**src/rtl/txchain_pkg.sv**
```systemverilog
package txchain_pkg;
  localparam int WORD_W    = 32;
  localparam int BC_SHIFT  = 16;
  localparam int BC_W      = 16;
  localparam int OWN_BIT   = 31;
  localparam int FIRST_BIT = 17;
  localparam int LAST_BIT  = 16;
  localparam int CAUSE_W   = 2;
  localparam int CAUSE_BUF = 0;
  localparam int CAUSE_END = 1;
  localparam logic [WORD_W-1:0] OWN_MASK = WORD_W'(1) << OWN_BIT;
  localparam logic [WORD_W-1:0] OFS_CTRL = WORD_W'(4);
  localparam logic [WORD_W-1:0] OFS_NEXT = WORD_W'(8);
  localparam logic [WORD_W-1:0] OFS_BUF  = WORD_W'(12);

  typedef enum logic [3:0] {
    ST_IDLE, ST_D0, ST_D1, ST_D2, ST_D3, ST_CHK, ST_DATA, ST_BYTES,
    ST_POST, ST_WB, ST_NEXT, ST_REL, ST_SEND, ST_DONE
  } walk_st_e;
endpackage

```
**src/rtl/txchain_ctrl.sv**
```systemverilog
module txchain_ctrl
  import txchain_pkg::*;
(
  input  logic               clk,
  input  logic               rst,
  input  logic               cmd_we,
  input  logic               cmd_wdata,
  input  logic               mask_we,
  input  logic [CAUSE_W-1:0] mask_wdata,
  input  logic [CAUSE_W-1:0] cause_clr,
  input  logic               evt_buf,
  input  logic               evt_end,
  output logic               go,
  output logic [CAUSE_W-1:0] cause,
  output logic               irq
);
  logic [CAUSE_W-1:0] mask_q;
  logic [CAUSE_W-1:0] evt_vec;

  always_comb begin
    evt_vec = '0;
    evt_vec[CAUSE_BUF] = evt_buf;
    evt_vec[CAUSE_END] = evt_end;
  end

  always_ff @(posedge clk) begin
    if (rst) begin
      go     <= 1'b0;
      mask_q <= '0;
      irq    <= 1'b0;
    end else begin
      if (evt_end)      go <= 1'b0;
      else if (cmd_we)  go <= cmd_wdata;
      if (mask_we) mask_q <= mask_wdata;
      irq <= |(cause & mask_q);
    end
  end

  for (genvar i = 0; i < CAUSE_W; i++) begin : g_cause
    always_ff @(posedge clk) begin
      if (rst)             cause[i] <= 1'b0;
      else if (evt_vec[i]) cause[i] <= 1'b1;
      else if (cause_clr[i]) cause[i] <= 1'b0;
    end
  end

  p_end_clears_go_r10: assert property (@(posedge clk) disable iff (rst)
    evt_end |=> (!go && cause[CAUSE_END]));
  p_w1c_buf_r12: assert property (@(posedge clk) disable iff (rst)
    (cause_clr[CAUSE_BUF] && !evt_buf) |=> !cause[CAUSE_BUF]);
endmodule

```
**src/rtl/txchain_pktbuf.sv**
```systemverilog
module txchain_pktbuf #(
  parameter int DEPTH = 64,
  parameter int AW    = $clog2(DEPTH)
) (
  input  logic          clk,
  input  logic          rst,
  input  logic          wr_en,
  input  logic [AW-1:0] wr_addr,
  input  logic [7:0]    wr_data,
  input  logic          rd_en,
  input  logic [AW-1:0] rd_addr,
  input  logic          rd_last,
  output logic          pkt_valid,
  output logic [7:0]    pkt_data,
  output logic          pkt_last
);
  logic [7:0] store [DEPTH];

  always_ff @(posedge clk) begin
    if (wr_en) store[wr_addr] <= wr_data;
    if (rd_en) pkt_data <= store[rd_addr];
  end

  always_ff @(posedge clk) begin
    if (rst) begin
      pkt_valid <= 1'b0;
      pkt_last  <= 1'b0;
    end else begin
      pkt_valid <= rd_en;
      pkt_last  <= rd_en && rd_last;
    end
  end

  p_last_closes_r2: assert property (@(posedge clk) disable iff (rst)
    $fell(pkt_valid) |-> $past(pkt_last));
endmodule

```
**src/rtl/txchain_walker.sv**
```systemverilog
module txchain_walker
  import txchain_pkg::*;
#(
  parameter int MAX_PKT = 64,
  parameter int BAW     = $clog2(MAX_PKT),
  parameter int LEN_W   = $clog2(MAX_PKT + 1)
) (
  input  logic              clk,
  input  logic              rst,
  input  logic              go,
  input  logic              ptr_we,
  input  logic [WORD_W-1:0] ptr_wdata,
  output logic [WORD_W-1:0] cur_ptr,
  output logic              mem_req,
  output logic              mem_we,
  output logic [WORD_W-1:0] mem_addr,
  output logic [WORD_W-1:0] mem_wdata,
  input  logic              mem_ack,
  input  logic [WORD_W-1:0] mem_rdata,
  output logic              bw_en,
  output logic [BAW-1:0]    bw_addr,
  output logic [7:0]        bw_data,
  output logic              rd_en,
  output logic [BAW-1:0]    rd_addr,
  output logic              rd_last,
  output logic              evt_buf,
  output logic              evt_end
);
  localparam int SUM_W = BC_W + 1;

  walk_st_e          st;
  logic [WORD_W-1:0] desc_addr, first_addr, first_cmd, w_cmd, w_next, last_next;
  logic [WORD_W-3:0] w_buf_w, word_ptr;
  logic [BC_W-1:0]   w_bc, bc_left;
  logic [LEN_W-1:0]  tot, send_idx;
  logic [WORD_W-1:0] word_q;
  logic [1:0]        byte_idx;
  logic              walk_first, aborted;
  logic [SUM_W-1:0]  sum_len;

  assign sum_len = SUM_W'(tot) + SUM_W'(w_bc);

  assign bw_en   = (st == ST_BYTES);
  assign bw_addr = tot[BAW-1:0];
  assign bw_data = word_q[8*byte_idx +: 8];
  assign rd_en   = (st == ST_SEND);
  assign rd_addr = send_idx[BAW-1:0];
  assign rd_last = (send_idx == tot - LEN_W'(1));
  assign evt_buf = (st == ST_DONE) && !aborted && (tot != '0);
  assign evt_end = (st == ST_DONE) && (aborted || (last_next == '0));

  always_ff @(posedge clk) begin
    if (rst) begin
      st         <= ST_IDLE;
      cur_ptr    <= '0;
      mem_req    <= 1'b0;
      mem_we     <= 1'b0;
      mem_addr   <= '0;
      mem_wdata  <= '0;
      desc_addr  <= '0;
      first_addr <= '0;
      first_cmd  <= '0;
      w_cmd      <= '0;
      w_next     <= '0;
      w_buf_w    <= '0;
      word_ptr   <= '0;
      w_bc       <= '0;
      bc_left    <= '0;
      tot        <= '0;
      send_idx   <= '0;
      word_q     <= '0;
      byte_idx   <= '0;
      last_next  <= '0;
      walk_first <= 1'b0;
      aborted    <= 1'b0;
    end else begin
      if (ptr_we) cur_ptr <= ptr_wdata;
      case (st)
        ST_IDLE: begin
          if (go && (cur_ptr != '0)) begin
            desc_addr  <= cur_ptr;
            first_addr <= cur_ptr;
            walk_first <= 1'b1;
            aborted    <= 1'b0;
            tot        <= '0;
            st         <= ST_D0;
          end
        end
        ST_D0: begin
          if (!mem_req) begin
            mem_req <= 1'b1; mem_we <= 1'b0; mem_addr <= desc_addr;
          end else if (mem_ack) begin
            mem_req <= 1'b0;
            w_bc    <= mem_rdata[BC_SHIFT +: BC_W];
            st      <= ST_D1;
          end
        end
        ST_D1: begin
          if (!mem_req) begin
            mem_req <= 1'b1; mem_we <= 1'b0; mem_addr <= desc_addr + OFS_CTRL;
          end else if (mem_ack) begin
            mem_req <= 1'b0;
            w_cmd   <= mem_rdata;
            if (walk_first) first_cmd <= mem_rdata;
            st      <= ST_D2;
          end
        end
        ST_D2: begin
          if (!mem_req) begin
            mem_req <= 1'b1; mem_we <= 1'b0; mem_addr <= desc_addr + OFS_NEXT;
          end else if (mem_ack) begin
            mem_req <= 1'b0;
            w_next  <= mem_rdata;
            st      <= ST_D3;
          end
        end
        ST_D3: begin
          if (!mem_req) begin
            mem_req <= 1'b1; mem_we <= 1'b0; mem_addr <= desc_addr + OFS_BUF;
          end else if (mem_ack) begin
            mem_req <= 1'b0;
            w_buf_w <= mem_rdata[WORD_W-1:2];
            st      <= ST_CHK;
          end
        end
        ST_CHK: begin
          if (walk_first && !w_cmd[OWN_BIT]) begin
            st <= ST_IDLE;
          end else if (sum_len > SUM_W'(MAX_PKT)) begin
            aborted   <= 1'b1;
            last_next <= w_next;
            st        <= ST_REL;
          end else begin
            walk_first <= 1'b0;
            bc_left    <= w_bc;
            word_ptr   <= w_buf_w;
            st         <= (w_bc == '0) ? ST_POST : ST_DATA;
          end
        end
        ST_DATA: begin
          if (!mem_req) begin
            mem_req <= 1'b1; mem_we <= 1'b0; mem_addr <= {word_ptr, 2'b00};
          end else if (mem_ack) begin
            mem_req  <= 1'b0;
            word_q   <= mem_rdata;
            byte_idx <= 2'd0;
            word_ptr <= word_ptr + 1'b1;
            st       <= ST_BYTES;
          end
        end
        ST_BYTES: begin
          tot      <= tot + LEN_W'(1);
          bc_left  <= bc_left - BC_W'(1);
          byte_idx <= byte_idx + 2'd1;
          if (bc_left == BC_W'(1))  st <= ST_POST;
          else if (byte_idx == 2'd3) st <= ST_DATA;
        end
        ST_POST: begin
          last_next <= w_next;
          st        <= w_cmd[FIRST_BIT] ? ST_NEXT : ST_WB;
        end
        ST_WB: begin
          if (!mem_req) begin
            mem_req   <= 1'b1; mem_we <= 1'b1;
            mem_addr  <= desc_addr + OFS_CTRL;
            mem_wdata <= w_cmd & ~OWN_MASK;
          end else if (mem_ack) begin
            mem_req <= 1'b0;
            st      <= ST_NEXT;
          end
        end
        ST_NEXT: begin
          if (w_cmd[LAST_BIT]) begin
            st <= ST_REL;
          end else if (w_next == '0) begin
            aborted <= 1'b1;
            st      <= ST_REL;
          end else begin
            desc_addr <= w_next;
            st        <= ST_D0;
          end
        end
        ST_REL: begin
          if (!mem_req) begin
            mem_req   <= 1'b1; mem_we <= 1'b1;
            mem_addr  <= first_addr + OFS_CTRL;
            mem_wdata <= first_cmd & ~OWN_MASK;
          end else if (mem_ack) begin
            mem_req  <= 1'b0;
            send_idx <= '0;
            st       <= (!aborted && (tot != '0)) ? ST_SEND : ST_DONE;
          end
        end
        ST_SEND: begin
          send_idx <= send_idx + LEN_W'(1);
          if (rd_last) st <= ST_DONE;
        end
        ST_DONE: begin
          cur_ptr <= last_next;
          st      <= ST_IDLE;
        end
        default: st <= ST_IDLE;
      endcase
    end
  end

  p_req_hold_r13: assert property (@(posedge clk) disable iff (rst)
    (mem_req && !mem_ack) |=> (mem_req && $stable(mem_addr) && $stable(mem_we)
                               && $stable(mem_wdata)));
  p_zero_ptr_quiet_r3: assert property (@(posedge clk) disable iff (rst)
    (st == ST_IDLE && cur_ptr == '0 && !ptr_we) |=> !mem_req);
  p_no_send_on_abort_r9: assert property (@(posedge clk) disable iff (rst)
    (st == ST_SEND) |-> !aborted);
endmodule

```
**src/rtl/txchain_dma.sv**
```systemverilog
module txchain_dma
  import txchain_pkg::*;
#(
  parameter int MAX_PKT = 64
) (
  input  logic               clk,
  input  logic               rst,
  input  logic               cmd_we,
  input  logic               cmd_wdata,
  output logic               tx_go,
  input  logic               ptr_we,
  input  logic [31:0]        ptr_wdata,
  output logic [31:0]        cur_ptr,
  input  logic               mask_we,
  input  logic [1:0]         mask_wdata,
  input  logic [1:0]         cause_clr,
  output logic [1:0]         cause,
  output logic               irq,
  output logic               mem_req,
  output logic               mem_we,
  output logic [31:0]        mem_addr,
  output logic [31:0]        mem_wdata,
  input  logic               mem_ack,
  input  logic [31:0]        mem_rdata,
  output logic               pkt_valid,
  output logic [7:0]         pkt_data,
  output logic               pkt_last
);
  localparam int BAW   = $clog2(MAX_PKT);
  localparam int LEN_W = $clog2(MAX_PKT + 1);

  logic           bw_en, rd_en, rd_last, evt_buf, evt_end;
  logic [BAW-1:0] bw_addr, rd_addr;
  logic [7:0]     bw_data;

  txchain_ctrl u_ctrl (
    .clk(clk), .rst(rst),
    .cmd_we(cmd_we), .cmd_wdata(cmd_wdata),
    .mask_we(mask_we), .mask_wdata(mask_wdata),
    .cause_clr(cause_clr),
    .evt_buf(evt_buf), .evt_end(evt_end),
    .go(tx_go), .cause(cause), .irq(irq)
  );

  txchain_walker #(.MAX_PKT(MAX_PKT), .BAW(BAW), .LEN_W(LEN_W)) u_walk (
    .clk(clk), .rst(rst), .go(tx_go),
    .ptr_we(ptr_we), .ptr_wdata(ptr_wdata), .cur_ptr(cur_ptr),
    .mem_req(mem_req), .mem_we(mem_we), .mem_addr(mem_addr),
    .mem_wdata(mem_wdata), .mem_ack(mem_ack), .mem_rdata(mem_rdata),
    .bw_en(bw_en), .bw_addr(bw_addr), .bw_data(bw_data),
    .rd_en(rd_en), .rd_addr(rd_addr), .rd_last(rd_last),
    .evt_buf(evt_buf), .evt_end(evt_end)
  );

  txchain_pktbuf #(.DEPTH(MAX_PKT), .AW(BAW)) u_buf (
    .clk(clk), .rst(rst),
    .wr_en(bw_en), .wr_addr(bw_addr), .wr_data(bw_data),
    .rd_en(rd_en), .rd_addr(rd_addr), .rd_last(rd_last),
    .pkt_valid(pkt_valid), .pkt_data(pkt_data), .pkt_last(pkt_last)
  );
endmodule

```
**config.mk**
```make
export PLATFORM = sky130hd
export DESIGN_NAME = txchain_dma
export DESIGN_NICKNAME = d
export VERILOG_FILES = /design/src/rtl/txchain_pkg.sv /design/src/rtl/txchain_ctrl.sv /design/src/rtl/txchain_pktbuf.sv /design/src/rtl/txchain_walker.sv /design/src/rtl/txchain_dma.sv
export SDC_FILE = /design/constraint.sdc
export NUM_CORES = 2
export LEC_CHECK = 0
export ABC_CLOCK_PERIOD_IN_PS = 4450
export BUFFER_PORTS_ARGS = -buffer_cell sky130_fd_sc_hd__buf_2
export CAP_MARGIN = 20
export CORE_ASPECT_RATIO = 0.7
export CORE_MARGIN = 3
export CORE_UTILIZATION = 30
export CTS_BUF_LIST = sky130_fd_sc_hd__clkbuf_2 sky130_fd_sc_hd__clkbuf_4 sky130_fd_sc_hd__clkbuf_8
export DETAILED_ROUTE_END_ITERATION = 8
export PLACE_DENSITY = 0.48
export SYNTH_ARGS = -nofsm -noshare
export SYNTH_HDL_FRONTEND = slang
export SYNTH_SLANG_ARGS = --single-unit
```
**constraint.sdc**
```tcl
create_clock -name clk -period 4.45 [get_ports clk]
set_clock_uncertainty 0.15 [all_clocks]
set_input_delay 0.89 -clock clk [delete_from_list [all_inputs] [get_ports clk]]
set_output_delay 0.89 -clock clk [all_outputs]
set_load 0.005 [all_outputs]
```
==> results.yml <==
synth:
  synth_top_area_cell: "edfxtp_1"
  ys.flop_type: "edfxtp_1"
  avgSynthCellArea_um2: 11.6
  synth.most_common_cell: "nand2_1"
  synth_nets: 3751
  synthArstFlopShare: 0
  yosysSeqAreaShare: 0.579
  synth-edff-count: 520
  syn_inst: 3657
  synth-seq-cells: 962
  netlist_area_um2: 42300
  synth_area_leaders: "edfxtp_1 (37%), dfxtp_1 (21%), mux4_2 (9.4%)"
  ys_warn_count: 0
  yosysUniqueCellTypes: 94
  synth_commonest_cells: "nand2_1 (617), edfxtp_1 (520), dfxtp_1 (442)"
  yosysTopAreaCellShare: 0.370
critical_path:
  critical_path_class: "flop to flop"
  cp_cell_sequence: "buf_4 > and4b_4 > buf_4 > mux2_2 > a21oi_1 > nand4_1 > nor2_2 > a31o_2 > a21oi_1 > o31a_1"
  crit_required_ns: 5.08
  critical_path_arrival_ns: 4.35
  start_kind: "flop"
  crit_fanout: 28
  cp.buffers_inverters: 2
  cp_slowest_cell: "and4b_4"
  cp_top_family: "simple AND/OR/NAND/NOR gates"
  crit_path_end_kind: "flop"
  cpPeakStageDelay_ns: 0.57
timing:
  tightest_slew_ns: 1.01
  timing.fmax_mhz: 269
  fin_tns_setup_ns: 0
  setup_viol_count_final: 0
  fin_crit_sh: 0.836
  maxSlewHeadroom: 0.329
  hold_viol: 0
  drv_slew: 0
  rsz0062_at_grt: "no"
  period_minus_slack_ns: 3.72
routing:
  viasPerCell: 5.30
  num_vias: 31000
  drc: 0
  first_pass_iters: 5
  drtAntennaViolNets: 0
  drt-total-wl_um: 147000
  avgRoutedWirePerCell_um: 25.1
  dr.first_iter.drc_count: 3132
placed_design:
  dp_cells: 5562
  portBuffers: 185
  dp_hpwl_um: 101000
  gp_congestion: 0.921
power:
  power_frac_seq: 0.471
  clkPwrFrac: 0.392
  pwr_density_cell_nw_per_um2: 428
  p_sw_w: 0.00608
  power.internal_w: 0.0149
  p_comb_frac: 0.136
  swShare: 0.290
  power_w: 0.0210
  p_leak_nw: 17.4
  ir_drop_mv: 0.267
cts:
  htree_levels: 4
  clock_path_buffers: 3
  numCtsBuffers: 162
  clk-insertion-delay-late_ns: 0.90
  cts.sinks: 962
  root_buffer: "clkbuf_8"
  cts_tree: "built"
  cts_resized: 0
  clk_pin_slew_ns: 0.06
global_route:
  grt_max_degree: 115
  overflow: 0
  use_met1: 0.311
  globalRouteMet3Util: 0.0703
  grt_pass1_wl_um: 213000
  antenna_found_initial: 11
  grt_pass1_vias: 29500
  track_usage: 0.199
  top_usage_layer: "met1"
  grt_use_met2: 0.256
cells_and_area:
  drive_above_1_share: 0.210
  layout.nets: 3965
  instances_no_fill: 5856
  syn2layout_area_growth_pct: 15.8
die:
  dieArea_um2: 145000
  coreArea_um2: 139000
  start_util: 0.304
  die_y_um: 320
  ios: 187
  die_x_um: 455
  row_count: 114
run_status:
  status: "finished, final reports clean"
min_path:
  hold_path_class: "input pin to flop"
run:
  drv_cap: 0
[flip-flops by register name, summed over array words and instances (netlist names), 30 cells and up]
register           cells
u_walk.desc_addr      32
u_walk.last_next      32
u_walk.cur_ptr        32
u_walk.word_q         32
u_walk.word_ptr       30
u_walk.w_buf_w        30
u_walk.first_cmd      31
u_walk.w_cmd          32
u_walk.first_addr     32
u_walk.mem_wdata      31
u_walk.mem_addr       32
u_buf.store          512
u_walk.w_next         32
[stage by stage]
| step | util | setup slack (ns) | cell area [um2] | hold WS (ns) |
|---|---|---|---|---|
| floorplan | - | 1.22 | 42300 | 0.282 |
| detailed placement | 0.328 | 0.794 | 45600 | 0.294 |
| global route | 0.352 | 0.574 | 48900 | 0.0511 |
| global placement | 0.328 | 0.798 | 45600 | 0.289 |
| CTS | 0.352 | 0.809 | 48900 | 0.00360 |
| finish | 0.352 | 0.731 | 49000 | 0.0977 |
[worst reg2reg max path: stages, from the launching register on]
cell     delay [ns]
dfxtp_1        0.30
buf_4          0.23
and4b_4        0.58
buf_4          0.40
mux2_2         0.45
a21oi_1        0.45
nand4_1        0.31
nor2_2         0.27
a31o_2         0.19
a21oi_1        0.06
o31a_1         0.25
[metal layers]
metal | part of all wire | up-vias
met5 | 0.000054 | -
met4 | 0.016 | 2
met3 | 0.11 | 175
met2 | 0.39 | 1230
met1 | 0.49 | 15500
li1 | - | 14100
[cells by family (layout without fill, tap and decap cells)]
family                   after synthesis  after routing  synth area share
AO/OA/AOI/OAI                        684            684             0.107
XOR/XNOR                              63             63            0.0131
adder cells (fa/ha/maj)               19             19           0.00580
buffers and inverters                295            628            0.0280
flip-flops                           962            962             0.579
multiplexers                         341            341             0.133
other                                  1             11         0.0000887
AND/OR/NAND/NOR                     1292           1292             0.134
[cell usage in the layout, fill, tap and decap left out, types with 28 or more instances in the layout]
master and instances:
edfxtp_1 520, nand4_1 38, inv_1 28, o21ai_0 70, a211oi_1 74, dfxtp_1 438, clkbuf_8 180, a31oi_1 31
a311oi_1 37, buf_4 123, a21oi_1 293, mux2i_1 155, nor3_1 53, xnor2_1 37, nor4_1 51, nand2_1 616
nand3_1 71, mux4_2 176, buf_2 184, nor2_1 335, and3_1 30, clkbuf_4 45
[power groups by stage]
stage	clock [W]	sequential [W]	combinational (W)
CTS	0.00843	0.00986	0.00282
global route	0.00885	0.00990	0.00307
finish	0.00823	0.00988	0.00285
floorplan	0	0.00987	0.00171
global placement	0	0.0100	0.00282
detailed placement	0	0.0100	0.00281
[layout make-up]
type | count | area (um2)
well taps | 1856 | 2320
diodes | 10 | 25.0
multi-input cells | 2400 | 16700
clock buffers | 225 | 2820
repair buffers | 316 | 2020
flip-flops and latches | 962 | 24500
clock inverters | 58 | 504
fillers | 13900 | 90000
inverters | 29 | 110
[timing repair]
action | in CTS | in global routing
buffers inserted | 0 | 0
hold buffers | 1 | 0
hold endpoints to repair | 1 | 0
[worst paths after layout]
path	start	slack, ns	endpoint	depth (start not counted)
max	u_walk.st[3]	0.73	u_walk.mem_addr[31]	10
min reg2reg	u_walk.w_cmd[8]	0.29	u_walk.mem_wdata[8]	2
max reg2reg	u_walk.st[3]	0.73	u_walk.mem_addr[31]	10
min	mask_wdata[0]	0.1	u_ctrl.mask_q[0]	3
No activity file was read; power rests on OpenSTA's default activity.
